$ cat src/rtl/arf_pkg.sv
`timescale 1ns/1ps
package arf_pkg;

   typedef enum logic {
      ARF_FP = 1'b0,
      ARF_PK = 1'b1
   } arf_mode_e;

endpackage

$ cat src/rtl/arf_ctrl.sv
`timescale 1ns/1ps
module arf_ctrl
   import arf_pkg::*;
#(
   parameter int unsigned STALL_CYCLES = 53
) (
   input  logic clk,
   input  logic rst_n,
   input  logic fp_acc,
   input  logic pk_acc,
   input  logic empty_cmd,
   output logic busy,
   output logic err,
   output logic pk_mode,
   output logic fp_ok,
   output logic pk_ok,
   output logic clr_tags,
   output logic set_tags
);

   localparam int unsigned CW = $clog2(STALL_CYCLES + 1);
   localparam logic [CW-1:0] LOAD_VAL = CW'(STALL_CYCLES);
   localparam logic [CW-1:0] LAST_VAL = CW'(1);

   logic [CW-1:0] cnt_q;
   arf_mode_e     mode_q;
   logic          open_c;
   logic          clash_c;

   always_comb begin
      busy     = (cnt_q != '0);
      open_c   = !busy && !empty_cmd;
      fp_ok    = open_c && fp_acc && !pk_acc && (mode_q == ARF_FP);
      pk_ok    = open_c && pk_acc && !fp_acc;
      clash_c  = open_c && fp_acc && (pk_acc || (mode_q == ARF_PK));
      clr_tags = !busy && empty_cmd;
      set_tags = pk_ok;
      pk_mode  = (mode_q == ARF_PK);
   end

   always_ff @(posedge clk) begin
      if (!rst_n) begin
         cnt_q  <= '0;
         mode_q <= ARF_FP;
         err    <= 1'b0;
      end else begin
         err <= clash_c;
         if (clr_tags) begin
            cnt_q <= LOAD_VAL;
         end else if (busy) begin
            cnt_q <= cnt_q - LAST_VAL;
         end
         if (busy && (cnt_q == LAST_VAL)) begin
            mode_q <= ARF_FP;
         end else if (pk_ok) begin
            mode_q <= ARF_PK;
         end
      end
   end

endmodule

$ cat src/rtl/arf_store.sv
`timescale 1ns/1ps
module arf_store #(
   parameter int unsigned N   = 8,
   parameter int unsigned FPW = 80,
   parameter int unsigned PKW = 64,
   localparam int unsigned IW = $clog2(N)
) (
   input  logic           clk,
   input  logic           rst_n,
   input  logic           fp_we,
   input  logic [IW-1:0]  fp_widx,
   input  logic [FPW-1:0] fp_wdata,
   input  logic           pk_we,
   input  logic [IW-1:0]  pk_widx,
   input  logic [PKW-1:0] pk_wdata,
   input  logic           clr_tags,
   input  logic           set_tags,
   output logic [FPW-1:0] ent_q [N],
   output logic [N-1:0]   tag_q
);

   localparam int unsigned EXPW = FPW - PKW;

   logic [FPW-1:0] pk_image;

   always_comb begin
      pk_image = {1'b0, {(EXPW - 1){1'b1}}, pk_wdata};
   end

   for (genvar g = 0; g < N; g++) begin : g_ent
      logic fp_hit;
      logic pk_hit;

      always_comb begin
         fp_hit = fp_we && (fp_widx == IW'(g));
         pk_hit = pk_we && (pk_widx == IW'(g));
      end

      always_ff @(posedge clk) begin
         if (!rst_n) begin
            ent_q[g] <= '0;
            tag_q[g] <= 1'b0;
         end else begin
            if (fp_hit) begin
               ent_q[g] <= fp_wdata;
            end else if (pk_hit) begin
               ent_q[g] <= pk_image;
            end
            if (clr_tags) begin
               tag_q[g] <= 1'b0;
            end else if (set_tags || fp_hit) begin
               tag_q[g] <= 1'b1;
            end
         end
      end
   end

endmodule

$ cat src/rtl/alias_regfile.sv
`timescale 1ns/1ps
module alias_regfile #(
   parameter int unsigned NUM_ENTRIES  = 8,
   parameter int unsigned FP_WIDTH     = 80,
   parameter int unsigned PK_WIDTH     = 64,
   parameter int unsigned STALL_CYCLES = 53,
   parameter int unsigned READ_REG     = 0,
   localparam int unsigned IDX_W       = $clog2(NUM_ENTRIES)
) (
   input  logic                clk,
   input  logic                rst_n,
   input  logic                fp_wr_en,
   input  logic [IDX_W-1:0]    fp_wr_idx,
   input  logic [FP_WIDTH-1:0] fp_wr_data,
   input  logic                fp_rd_en,
   input  logic [IDX_W-1:0]    fp_rd_idx,
   output logic [FP_WIDTH-1:0] fp_rd_data,
   output logic                fp_rd_full,
   input  logic                pk_wr_en,
   input  logic [IDX_W-1:0]    pk_wr_idx,
   input  logic [PK_WIDTH-1:0] pk_wr_data,
   input  logic                pk_rd_en,
   input  logic [IDX_W-1:0]    pk_rd_idx,
   output logic [PK_WIDTH-1:0] pk_rd_data,
   input  logic                empty_cmd,
   output logic                busy,
   output logic                err,
   output logic                pk_mode
);

   if (NUM_ENTRIES < 2 || (1 << IDX_W) != NUM_ENTRIES) begin : g_bad_depth
      $error("alias_regfile: NUM_ENTRIES must be a power of two, at least 2");
   end
   if (PK_WIDTH + 2 > FP_WIDTH) begin : g_bad_width
      $error("alias_regfile: FP_WIDTH must exceed PK_WIDTH by at least 2");
   end
   if (STALL_CYCLES < 1) begin : g_bad_stall
      $error("alias_regfile: STALL_CYCLES must be at least 1");
   end
   if (READ_REG > 1) begin : g_bad_rdmode
      $error("alias_regfile: READ_REG must be 0 or 1");
   end

   logic                fp_acc;
   logic                pk_acc;
   logic                fp_ok;
   logic                pk_ok;
   logic                clr_tags;
   logic                set_tags;
   logic                fp_rd_go;
   logic                pk_rd_go;
   logic [FP_WIDTH-1:0] ent_q [NUM_ENTRIES];
   logic [NUM_ENTRIES-1:0] tag_q;
   logic [FP_WIDTH-1:0] fp_sel;
   logic [PK_WIDTH-1:0] pk_sel;

   always_comb begin
      fp_acc   = fp_wr_en || fp_rd_en;
      pk_acc   = pk_wr_en || pk_rd_en;
      fp_rd_go = fp_ok && fp_rd_en;
      pk_rd_go = pk_ok && pk_rd_en;
      fp_sel   = ent_q[fp_rd_idx];
      pk_sel   = ent_q[pk_rd_idx][PK_WIDTH-1:0];
   end

   arf_ctrl #(
      .STALL_CYCLES (STALL_CYCLES)
   ) ctrl_i (
      .clk       (clk),
      .rst_n     (rst_n),
      .fp_acc    (fp_acc),
      .pk_acc    (pk_acc),
      .empty_cmd (empty_cmd),
      .busy      (busy),
      .err       (err),
      .pk_mode   (pk_mode),
      .fp_ok     (fp_ok),
      .pk_ok     (pk_ok),
      .clr_tags  (clr_tags),
      .set_tags  (set_tags)
   );

   arf_store #(
      .N   (NUM_ENTRIES),
      .FPW (FP_WIDTH),
      .PKW (PK_WIDTH)
   ) store_i (
      .clk      (clk),
      .rst_n    (rst_n),
      .fp_we    (fp_ok && fp_wr_en),
      .fp_widx  (fp_wr_idx),
      .fp_wdata (fp_wr_data),
      .pk_we    (pk_ok && pk_wr_en),
      .pk_widx  (pk_wr_idx),
      .pk_wdata (pk_wr_data),
      .clr_tags (clr_tags),
      .set_tags (set_tags),
      .ent_q    (ent_q),
      .tag_q    (tag_q)
   );

   if (READ_REG == 0) begin : g_rd_comb
      always_comb begin
         fp_rd_data = fp_rd_go ? fp_sel : '0;
         pk_rd_data = pk_rd_go ? pk_sel : '0;
         fp_rd_full = tag_q[fp_rd_idx];
      end
   end else begin : g_rd_reg
      always_ff @(posedge clk) begin
         if (!rst_n) begin
            fp_rd_data <= '0;
            pk_rd_data <= '0;
            fp_rd_full <= 1'b0;
         end else begin
            fp_rd_data <= fp_rd_go ? fp_sel : '0;
            pk_rd_data <= pk_rd_go ? pk_sel : '0;
            fp_rd_full <= tag_q[fp_rd_idx];
         end
      end
   end

endmodule

$ cat config.mk
export PLATFORM = sky130hd
export DESIGN_NAME = alias_regfile
export DESIGN_NICKNAME = d
export VERILOG_FILES = /design/src/rtl/arf_pkg.sv /design/src/rtl/arf_ctrl.sv /design/src/rtl/arf_store.sv /design/src/rtl/alias_regfile.sv
export SDC_FILE = /design/constraint.sdc
export NUM_CORES = 2
export LEC_CHECK = 0
export ABC_AREA = 0
export BUFFER_PORTS_ARGS = -buffer_cell sky130_fd_sc_hd__buf_2
export CAP_MARGIN = 20
export CORE_MARGIN = 2
export CORE_UTILIZATION = 29
export CTS_BUF_LIST = sky130_fd_sc_hd__clkbuf_8
export DETAILED_ROUTE_END_ITERATION = 10
export PLACE_DENSITY = 0.42
export SYNTH_ARGS = -nofsm -noshare
export SYNTH_HDL_FRONTEND = slang
export SYNTH_SLANG_ARGS = --single-unit
$ cat constraint.sdc
create_clock -name clk -period 5.7 [get_ports clk]
set_input_delay 0.57 -clock clk [delete_from_list [all_inputs] [get_ports clk]]
set_output_delay 0.57 -clock clk [all_outputs]
set_load 0.01 [all_outputs]
Word-level counts from Yosys, hierarchy flattened

Index checks and enable logic that the tools add are counted.

Add/sub/neg operators: 1
Order comparisons: 3
Eq/ne operators: 15
Muxes and demuxes: 28
Bitwise logic cells: 4
Reduce and logical (&&, ||, !) cells: 58

Operators by type and width:

| operator                                                             | number |
|---|---|
| 80-bit 2-to-1 mux                                                    | 19 |
| 80-bit binary-select mux with 3-bit select                           | 2 |
| 64-bit 2-to-1 mux                                                    | 3 |
| 1-bit logical AND                                                    | 29 |
| 3-bit == test, second input constant                                 | 8 |
| 2-bit nonzero test                                                   | 9 |
| 3-bit by 2-bit == test with 1-bit output, second input constant      | 4 |
| 6-bit 2-to-1 mux                                                     | 2 |
| 1-bit logical OR                                                     | 11 |
| 4-bit >= comparator, second input constant                           | 2 |
| 3-bit inverter with 4-bit output                                     | 2 |
| 3-bit by 1-bit == test with 1-bit output, second input constant      | 2 |
| 6-bit by 1-bit == test with 1-bit output, second input constant      | 1 |
| 3-bit logical NOT                                                    | 2 |
| 6-bit nonzero test                                                   | 1 |
| 6-bit by 1-bit subtractor with 6-bit output, second input constant   | 1 |
| 1-bit logical NOT                                                    | 4 |
| 3-bit by 4-bit < comparator with 1-bit output, second input constant | 1 |
| 2-bit OR reduction                                                   | 2 |
| 1-bit binary-select mux with 3-bit select                            | 1 |
| 1-bit inverter                                                       | 2 |
| 1-bit 2-to-1 mux                                                     | 1 |

Flip-flop bits (word level): 656
Input port bits: 163
Output and inout port bits: 148

Depth between registers and ports, before layout

Depth after elaboration: 9
Gate-level depth with buffers: 9

Modules after synthesis

From an unflattened synthesis, not the netlist that was laid out.

Cells, all modules: 4492
Area, all modules: 36269.8 sq um

Modules (own cells, without submodules):

| module        | times used | cells an instance | area each (sq um) | seq. area each (sq um) |
|---|---|---|---|---|
| arf_store     | 1          | 3294              | 26245.2           | 12972.4 |
| alias_regfile | 1          | 1148              | 9576.7            | 0.0 |
| arf_ctrl      | 1          | 50                | 447.9             | 160.2 |

Worst setup path before layout

No wires, ideal clock.

Kind: input to output
From: in fp_rd_idx[1]
To: out fp_rd_data[10]
Arrival time: 2.289 ns
Required time: 5.130 ns
Path slack: 2.841 ns
Stages: 6
Cell sequence: clkbuf_1 -> buf_1 -> buf_2 -> mux4_2 -> mux2i_1 -> nor2_1

Word-level cells in the longest chain between the ends: 5

Ends and longest elaborated chain:

| item                                                   | line                 | RTL |
|---|---|---|
| from (decl)                                            | alias_regfile.sv:16  | `input logic [IDX_W-1:0] fp_rd_idx,` |
| 3-bit inverter with 4-bit output (not written as such) | alias_regfile.sv:62  | `fp_sel = ent_q[fp_rd_idx];` |
| 80-bit binary-select mux with 3-bit select             | alias_regfile.sv:62  |  |
| 80-bit 2-to-1 mux (not written as such) (2 in a row)   | alias_regfile.sv:62  |  |
| 80-bit 2-to-1 mux                                      | alias_regfile.sv:104 | `fp_rd_data = fp_rd_go ? fp_sel : '0;` |
| to (decl)                                              | alias_regfile.sv:17  | `output logic [FP_WIDTH-1:0] fp_rd_data,` |

No other way between the ends. The select of a mux whose other input is x is not followed.

Final worst setup path

From: reg ctrl_i.cnt_q[2]
To: out fp_rd_data[55]

Word-level cells in the longest chain between the ends: 8

Ends and longest elaborated chain:

| item                           | line                 | RTL |
|---|---|---|
| from (decl)                    | arf_ctrl.sv:25       | `logic [CW-1:0] cnt_q;` |
| from (signal assigned)         | arf_ctrl.sv:51       | `cnt_q <= cnt_q - LAST_VAL;` |
| 6-bit nonzero test             | arf_ctrl.sv:31       | `busy = (cnt_q != '0);` |
| 1-bit logical NOT              | arf_ctrl.sv:32       | `open_c = !busy && !empty_cmd;` |
| 1-bit logical AND              | arf_ctrl.sv:32       |  |
| 1-bit logical AND (3 in a row) | arf_ctrl.sv:33       | `fp_ok = open_c && fp_acc && !pk_acc && (mode_q == ARF_FP);` |
| 1-bit logical AND              | alias_regfile.sv:60  | `fp_rd_go = fp_ok && fp_rd_en;` |
| 80-bit 2-to-1 mux              | alias_regfile.sv:104 |  |

No other way between the ends.

==> results.py <==
metrics = {
    "outcome": {
        "status": "finished clean",
    },
    "yosys": {
        "synthCells": 3626,
        "synth_adder_area_share_pct": 0.104,
        "yosysWarnings": 0,
        "avgSynthCellArea_um2": 9.96,
        "muxShareOfSynthArea_pct": 29.2,
        "synthSimpleGateAreaFrac_pct": 7.83,
        "yosysTopAreaCell": "dfxtp_1",
        "synth_top_flop_cell": "dfxtp_1",
        "synth_compound_area_share_pct": 20.6,
        "synthDominantCellAreaShare_pct": 36.4,
        "synth_top_family_by_area": "multiplexers",
        "synth-seq-cells": 656,
        "ys_seq_area_share_pct": 36.4,
        "synth-xor-area-share_pct": 0.0485,
        "post_synth_num_cell_types": 48,
        "synth_area_um2": 36100,
        "synth_edf_count": 0,
        "synth_fp_nets": 3792,
        "synthTopCellsByArea": "dfxtp_1, mux4_2, mux2i_1",
        "synthArstFlopShare_pct": 0,
    },
    "setup_path": {
        "cp_top_family": "simple AND/OR/NAND/NOR gates",
        "cp.buffers_inverters": 2,
        "cp_slowest_stage_delay_ps": 750,
        "cpMostUsedCell": "nor2_1",
        "start_kind": "flop",
        "reg2regPathDepth": 7,
        "crit_slowest_cell": "nand3_4",
        "rrSetupSlack_ps": 2210,
        "critical_path.max_fanout": 44,
        "required_ps": 5130,
        "critPathKind": "reg2out",
        "worstPathCellList": "or4_4 -> nor2_1 -> nand3_4 -> buf_4 -> nor2_1 -> buf_2",
        "r2r-start": "ctrl_i.cnt_q[0]",
        "endpoint_kind": "primary output",
        "arrival_ps": 4130,
        "r2r_end": "store_i.ent_q[631]",
    },
    "route": {
        "via_count": 32100,
        "drc_errors": 0,
        "wl_um": 164000,
        "antenna_left": 0,
        "avgViaCountPerCell": 5.85,
        "drtIter0Drc": 2971,
        "drt_pass1_iterations": 6,
        "wl_per_cell_um": 29.8,
    },
    "die": {
        "die_area_um2": 127000,
        "die_w_um": 357,
        "core_um2": 124000,
        "initial_utilization_pct": 29.2,
        "std_cell_rows": 129,
        "ios": 311,
        "die_h_um": 357,
    },
    "finish": {
        "final_common_cell": "dfxtp_1",
        "stdcell_area_um2": 41900,
        "layout.nets": 3913,
        "final_cell_mix": "dfxtp_1, mux2i_1, o21ai_0, buf_2, mux4_2",
        "area_growth_pct": 15.9,
        "final_layout_size_suffix_gt1_share_pct": 26.1,
    },
    "place": {
        "gp_congestion": 0.774,
        "place_area_um2": 38600,
        "io_buffer_count": 310,
        "dp_hpwl_um": 89100,
    },
    "clock_network": {
        "htree_levels": 4,
        "cts.path.max_buffers": 3,
        "cts_resized": 0,
        "cts_root_buf": "clkbuf_8",
        "numCtsBuffers": 134,
        "worstSkewPairLatency_ps": 860,
        "cts_tree": "built",
        "clkSinkCount": 656,
        "cts.clk_slew.worst_paths_ps": 60,
    },
    "timing": {
        "skew_ps": 24.2,
        "final_hold_viol_count": 0,
        "finalMaxSlewViolations": 0,
        "tns_ps": 0,
        "finalCritPeriodShare_pct": 82.4,
        "slew-limit-headroom_pct": 18.1,
        "worstMarginPinSlew_ps": 1230,
        "finalSetupViolations": 0,
        "period_needed_ps": 4700,
        "whs_ps": 87.6,
        "rsz0062_at_grt": "false",
        "max_freq_mhz": 213,
    },
    "global_route": {
        "grt_pass1_vias": 31200,
        "grt_pass1_wl_um": 234000,
        "globalRouteTotalUtil_pct": 25.1,
        "grt_max_degree": 183,
        "grt_antenna_before_repair": 35,
        "gr-total-overflow": 0,
    },
    "worst_hold_path": {
        "whs_endpoint": "store_i.ent_q[1]",
        "hp-start": "pk_wr_data[1]",
        "worstHoldPathCells": 3,
        "hold_path.class": "in2reg",
    },
    "power_and_ir_drop": {
        "cellLeakagePower_nw": 14.6,
        "pwr_density_cell_nw_per_um2": 261,
        "peakVddDrop_mv": 0.224,
    },
    "run": {
        "cap_violations": 0,
    },
}
==> cell families (layout without fill, tap and decap cells) <==
group,count (synthesis),after routing
other,0,10
XOR/XNOR,2,2
adder cells (fa/ha/maj),3,3
AND/OR/NAND/NOR,634,634
flip-flops,656,656
buffers and inverters,472,689
AO/OA/AOI/OAI,1167,1167
multiplexers,692,692
==> layer usage <==
layer / global-route usage, % / part of all wire, % / vias up
li1: - / - / 14100
met1: 35.8 / 46 / 16600
met4: 6.95 / 2.3 / 26
met5: 0 / 0.10 / -
met3: 4.92 / 6.6 / 265
met2: 38.4 / 45 / 1175
==> worst min-delay path, cell delays in order <==
cell and delay (ps):
buf_2 170, nand2_1 70, a31oi_1 70
==> where the power goes <==
part / internal [W] / switching (W)
Clock: 0.00271 / 0.00235
Sequential: 0.00466 / 0.0000606
Combinational: 0.000405 / 0.000754
Total: 0.00777 / 0.00317
==> cell usage after synthesis, types with 15 or more instances <==
library cell,n
dfxtp_1,656
mux2i_1,401
o21ai_0,385
clkbuf_1,314
mux4_2,290
nand2_1,284
a21oi_1,257
nor2_1,156
nand3_1,132
a31oi_1,129
a22oi_1,128
a21boi_1,120
o221a_2,111
buf_1,72
buf_2,36
buf_6,31
a21boi_0,15
buf_4,15
==> area by class of cell <==
class | count | area (um2)
Clock buffer | 165 | 2270
Timing Repair Buffer | 453 | 3020
Inverter | 4 | 15.0
Sequential cell | 656 | 13100
Fill cell | 12900 | 81800
Antenna cell | 10 | 25.0
Clock inverter | 67 | 395
Multi-Input combinational cell | 2498 | 21000
Tap cell | 1637 | 2050
==> state kept, by name, indices dropped and copies added (netlist names) <==
| name | count |
|---|---|
| ctrl_i.cnt_q | 6 |
| ctrl_i.err | 1 |
| ctrl_i.pk_mode | 1 |
| store_i.ent_q | 640 |
| store_i.tag_q | 8 |
==> per-stage QoR <==
| stage | worst slack, ps | instances | total power, W | utilization (%) |
|---|---|---|---|---|
| detailed placement | 1830 | 5186 | 0.00593 | 31.2 |
| global placement | 1890 | 5182 | 0.00593 | 31.1 |
| finish | 1000 | 5490 | 0.0109 | 33.9 |
| global route | 794 | 5486 | 0.0113 | 33.9 |
| floorplan | 2840 | 3626 | 0.00552 | - |
| CTS | 856 | 5480 | 0.0111 | 33.8 |
==> timing repair <==
item,CTS,global route
hold buffers,62,0
endpoints found under the hold margin,120,0
setup buffers,0,0
==> worst max-delay path by stage <==
stage,depth (start not counted),start,end
2_1_floorplan,6,fp_rd_idx[1],fp_rd_data[10]
3_3_place_gp,6,ctrl_i.cnt_q[2],fp_rd_data[55]
3_5_place_dp,6,ctrl_i.cnt_q[2],fp_rd_data[55]
4_1_cts,6,ctrl_i.cnt_q[2],fp_rd_data[55]
5_1_grt,6,ctrl_i.cnt_q[2],fp_rd_data[55]
6_report,6,ctrl_i.cnt_q[2],fp_rd_data[55]
Note: power is estimated with default switching activity, not from simulation.
